### src/rtl/hdlc_rx_extract.sv
`timescale 1ns/1ps
module hdlc_rx_extract #(
  parameter logic [15:0] CRC_INIT = 16'hFFFF,
  parameter logic [15:0] CRC_POLY = 16'h8408,
  parameter logic [15:0] CRC_GOOD = 16'hF0B8
) (
  input  logic       clk,
  input  logic       rst_n,
  input  logic       rx_enable,
  input  logic       bit_valid,
  input  logic       bit_in,
  input  logic       irq_en,
  input  logic       rd_data,
  output logic [7:0] rx_data,
  output logic       st_eof,
  output logic       st_err,
  output logic       rxi,
  output logic       irq
);

  function automatic logic [15:0] crc_step(input logic [15:0] c, input logic [7:0] b);
    logic [15:0] r;
    r = c;
    for (int i = 0; i < 8; i++)
      r = (r >> 1) ^ ((r[0] ^ b[i]) ? CRC_POLY : 16'h0000);
    return r;
  endfunction

  logic [2:0]  ones;
  logic [2:0]  bitpos;
  logic [7:0]  asmb;
  logic [15:0] crc;
  logic [7:0]  p0, p1, p2;
  logic [1:0]  pcnt;
  logic        in_frame, sent;

  wire        flag      = bit_valid && !bit_in && ones == 3'd6;
  wire        abort     = bit_valid &&  bit_in && ones == 3'd6;
  wire        acc       = bit_valid && in_frame && ones < 3'd5;
  wire        byte_done = acc && bitpos == 3'd7;
  wire [7:0]  nbyte     = {bit_in, asmb[7:1]};

  wire deliver_data  = byte_done && pcnt == 2'd3;
  wire deliver_close = flag && in_frame && pcnt == 2'd3;
  wire deliver_abort = abort && in_frame && sent;
  wire deliver       = deliver_data || deliver_close || deliver_abort;
  wire close_bad     = bitpos != 3'd6 || crc != CRC_GOOD;

  assign irq = irq_en && rxi;

  always_ff @(posedge clk or negedge rst_n) begin
    if (!rst_n) begin
      ones <= '0;
    end else if (bit_valid) begin
      if (!bit_in)               ones <= '0;
      else if (ones != 3'd7)     ones <= ones + 3'd1;
    end
  end

  always_ff @(posedge clk or negedge rst_n) begin
    if (!rst_n) begin
      in_frame <= 1'b0;
      sent     <= 1'b0;
      bitpos   <= '0;
      asmb     <= '0;
      crc      <= CRC_INIT;
      p0 <= '0; p1 <= '0; p2 <= '0;
      pcnt     <= '0;
    end else if (!rx_enable) begin
      in_frame <= 1'b0;
    end else if (flag) begin
      in_frame <= 1'b1;
      sent     <= 1'b0;
      bitpos   <= '0;
      crc      <= CRC_INIT;
      pcnt     <= '0;
    end else if (abort) begin
      in_frame <= 1'b0;
    end else if (acc) begin
      asmb   <= nbyte;
      bitpos <= bitpos + 3'd1;
      if (byte_done) begin
        crc  <= crc_step(crc, nbyte);
        p2   <= p1;
        p1   <= p0;
        p0   <= nbyte;
        if (pcnt != 2'd3) pcnt <= pcnt + 2'd1;
        else              sent <= 1'b1;
      end
    end
  end

  always_ff @(posedge clk or negedge rst_n) begin
    if (!rst_n) begin
      rx_data <= '0;
      st_eof  <= 1'b0;
      st_err  <= 1'b0;
      rxi     <= 1'b0;
    end else if (deliver) begin
      rx_data <= deliver_abort ? 8'h00 : p2;
      st_eof  <= !deliver_data;
      st_err  <= deliver_abort || (deliver_close && close_bad);
      rxi     <= 1'b1;
    end else if (rd_data) begin
      rxi     <= 1'b0;
    end
  end

  assert_flag_opens_R2: assert property (@(posedge clk) disable iff (!rst_n)
    (flag && rx_enable) |=> (in_frame && pcnt == 2'd0 && !sent));

  assert_stuff_dropped_R3: assert property (@(posedge clk) disable iff (!rst_n)
    (bit_valid && ones == 3'd5) |=> $stable(asmb) && $stable(bitpos));

  assert_one_source_R4: assert property (@(posedge clk) disable iff (!rst_n)
    $onehot0({deliver_data, deliver_close, deliver_abort}));

  assert_abort_discards_R8: assert property (@(posedge clk) disable iff (!rst_n)
    abort |=> !in_frame);

  assert_delivery_wins_R10: assert property (@(posedge clk) disable iff (!rst_n)
    deliver |=> rxi);

  assert_read_clears_R10: assert property (@(posedge clk) disable iff (!rst_n)
    (rd_data && !deliver) |=> !rxi);

  assert_status_held_R10: assert property (@(posedge clk) disable iff (!rst_n)
    (!deliver && !rd_data) |=> $stable({rx_data, st_eof, st_err, rxi}));

  assert_disabled_idle_R12: assert property (@(posedge clk) disable iff (!rst_n)
    !rx_enable |=> !in_frame);

endmodule

### config.mk
export PLATFORM = sky130hd
export DESIGN_NAME = hdlc_rx_extract
export DESIGN_NICKNAME = d
export VERILOG_FILES = /design/src/rtl/hdlc_rx_extract.sv
export SDC_FILE = /design/constraint.sdc
export NUM_CORES = 1
export LEC_CHECK = 0
export ABC_AREA = 0
export BUFFER_PORTS_ARGS = -buffer_cell sky130_fd_sc_hd__buf_2
export CAP_MARGIN = 20
export CORE_MARGIN = 8
export CORE_UTILIZATION = 60
export CTS_CLUSTER_SIZE = 40
export DETAILED_ROUTE_END_ITERATION = 10
export PLACE_DENSITY = 0.81
export SYNTH_ARGS = -nofsm -noshare
export SYNTH_HDL_FRONTEND = slang
export SYNTH_SLANG_ARGS = --single-unit
export TNS_END_PERCENT = 5
### constraint.sdc
create_clock -name clk -period 5.1 [get_ports clk]
set_input_delay 0.765 -clock clk [delete_from_list [all_inputs] [get_ports clk]]
set_output_delay 0.765 -clock clk [all_outputs]
set_load 0.02 [all_outputs]
==> reports/metrics.yaml <==
clock_tree:
  cts_hold_buf: 0
  insertion_delay_ns: 0.34
  clkSlewWorstSetupHoldPaths_ns: 0.07
  cts_buffers: 9
  cts_tree: "yes"
  cts_setup_buffers: 0
  cts_resized: 0
  cts_root_buf: "clkbuf_8"
  cts_buffer_depth: 2
  htree_num_levels: 3
  cts.sinks: 68
worst_setup_path:
  crit_fanout: 21
  critPathKind: "register to register"
  cp.arrival_ns: 2.49
  cp-start-kind: "register"
  worstPathRequired_ns: 5.38
  crit_path_end_kind: "register"
drt:
  wl_per_cell_um: 14.9
  drc: 0
  firstDrtPassIters: 4
  drt-total-wl_um: 5970
  avgViaCountPerCell: 5.49
  via_count: 2202
  drtIter0Drc: 185
  antenna_left: 0
global_routing:
  overflow: 0
  antenna_found_initial: 0
  grt_pass1_vias: 2201
  grt_pass1_wl_um: 10400
  grtUsageTotal: 0.174
  grt_max_degree: 69
synthesis:
  ys_seq_elements: 68
  avgSynthCellArea_um2: 10.3
  synth_edf_count: 0
  synth_area_leader_cell: "dfrtp_1"
  async_flop_share: 1.00
  synth.distinct_cells: 46
  netlist_instances: 306
  ys_top_cells_by_area: "dfrtp_1 41%, dfstp_2 13%, nand2_1 12%"
  synth_nets: 320
  netlist_area_um2: 3170
  ys_top_cells_by_count: "103 x nand2_1, 52 x dfrtp_1, 18 x xnor2_1, 16 x dfstp_2, 10 x o21ai_0"
  post-synth-top-count-cell: "nand2_1"
  yosysWarnings: 0
  ys_seq_area_frac: 0.544
  yosysTopAreaCellShare: 0.411
  synthFlopType: "dfrtp_1"
pwr:
  total_leakage_power_nw: 1.72
  peakVddDrop_mv: 0.253
  power_per_cell_area_nw_per_um2: 361
finish:
  area_growth_pct: 11.4
  nets: 341
  postLayoutCoreUtil: 0.691
  n_antenna_cell: 0
  layout-drive-gt1-share: 0.205
timing:
  finClkSkew_ns: 0.00945
  report.final.hold_viol_count: 0
  max_freq_mhz: 453
  min_period_ns: 2.21
  finalSetupViolations: 0
  rsz0062_at_grt: "false"
  fin_tns_setup_ns: 0
  fin_crit_sh: 0.433
  slew_viol_final: 0
  slew_headroom: 0.447
  setup_ws_ns: 2.89
  tightestPinTransition_ns: 0.829
die:
  dieHeight_um: 88.6
  die-area_um2: 7860
  row_count: 26
  die_x_um: 88.6
  core_um2: 5110
  num_io_pins: 19
  start_util: 0.620
run:
  cap_violations: 0
placement:
  finalWeightedCongestion: 0.830
  place_hpwl_um: 3950
  post-place-ws_ns: 2.66
  io_buffers: 18
worst_hold_path:
  hold_path_class: "register to register"
outcome:
  outcome: "finished clean"
[area by class of cell]
type | instances | area [um^2]
Clock buffer | 10 | 138
Timing Repair Buffer | 21 | 113
Sequential cell | 68 | 1720
Multi-Input combinational cell | 220 | 1340
Tap cell | 70 | 87.6
Fill cell | 401 | 1580
Inverter | 7 | 26.3
Clock inverter | 5 | 100
[registers in the layout (all words and copies together) (netlist names), 2 cells and up]
signal / flops
bitpos: 3
pcnt: 2
rx_data: 8
ones: 3
p0: 8
crc: 16
p2: 8
asmb: 7
p1: 8
[critical path, cell delays in order, from the launching register on]
cell     delay [ns]
dfrtp_1        0.37
ha_1           0.15
ha_1           0.20
and3_2         0.26
and4_1         0.64
buf_4          0.36
nand2_1        0.09
nand2_1        0.07
[path summary, 6_finish.rpt]
kind                       slack [ns]              endpoint  cells past startpoint                  start
min in group asynchronous        0.60  in_frame$_DFFE_PN0P_                      2                  rst_n
hold / removal                   0.46     p1[0]$_DFFE_PN0P_                      2      p0[0]$_DFFE_PN0P_
setup / recovery                 2.89     p0[6]$_DFFE_PN0P_                      7  bitpos[1]$_DFFE_PN0P_
max in group asynchronous        3.96   asmb[7]$_DFFE_PN0P_                      2                  rst_n
hold reg to reg                  0.46     p1[0]$_DFFE_PN0P_                      2      p0[0]$_DFFE_PN0P_
setup reg to reg                 2.89     p0[6]$_DFFE_PN0P_                      7  bitpos[1]$_DFFE_PN0P_
[stage by stage]
| step | hold WS [ns] | instance area, um^2 | std cells | power [mW] |
|---|---|---|---|---|
| after floorplan | 0.439 | 3170 | 306 | 0.716 |
| after global placement | 0.450 | 3290 | 386 | 0.746 |
| after detailed placement | 0.455 | 3290 | 386 | 0.752 |
| after CTS | 0.470 | 3530 | 401 | 1.29 |
| after global routing | 0.497 | 3530 | 401 | 1.33 |
| final | 0.463 | 3530 | 401 | 1.27 |
[power breakdown]
group	leakage [nW]	internal, mW	switching, mW
registers	0.885	0.581	0.0302
clock network	0.122	0.334	0.196
logic	0.708	0.0654	0.0678
total	1.72	0.979	0.294
[cell usage in the layout, fill, tap and decap left out, types with 2 or more instances in the layout]
master,netlist,final
xor2_1,4,4
buf_4,4,3
dfrtp_1,52,52
ha_1,7,7
xnor2_1,18,18
o21ai_1,9,9
nor3_1,5,5
inv_1,7,7
and4_1,3,3
nand2_1,103,103
nor2_1,6,6
mux2_2,5,5
a21oi_1,4,4
o21ai_0,10,10
buf_2,4,18
nand4b_1,4,4
a21o_1,2,2
nand3_1,3,3
clkbuf_8,0,10
clkinv_2,0,2
nand4_1,2,2
and2_1,2,2
a32o_1,2,2
a2bb2oi_1,6,6
bufinv_16,0,3
mux2_1,3,3
dfstp_2,16,16
o22a_1,3,3
[logic make-up (layout without fill, tap and decap cells)]
| kind of cell | count (synthesis) | count (layout) | synth area share |
|---|---|---|---|
| AO/OA/AOI/OAI | 45 | 45 | 0.103 |
| XOR/XNOR | 24 | 24 | 0.0711 |
| buffers and inverters | 18 | 43 | 0.0324 |
| adder cells (fa/ha/maj) | 7 | 7 | 0.0277 |
| AND/OR/NAND/NOR | 135 | 135 | 0.189 |
| multiplexers | 9 | 9 | 0.0332 |
| flip-flops | 68 | 68 | 0.544 |
[layer usage]
layer | wire, um | part of all wire | track usage | up-vias
li1 | - | - | - | 1068
met4 | 117 | 0.020 | 0.0584 | 0
met2 | 2750 | 0.46 | 0.262 | 64
met3 | 307 | 0.051 | 0.0641 | 19
met1 | 2800 | 0.47 | 0.224 | 1051
met5 | 0 | 0 | 0 | -
Power figures use the tool's default switching activity.
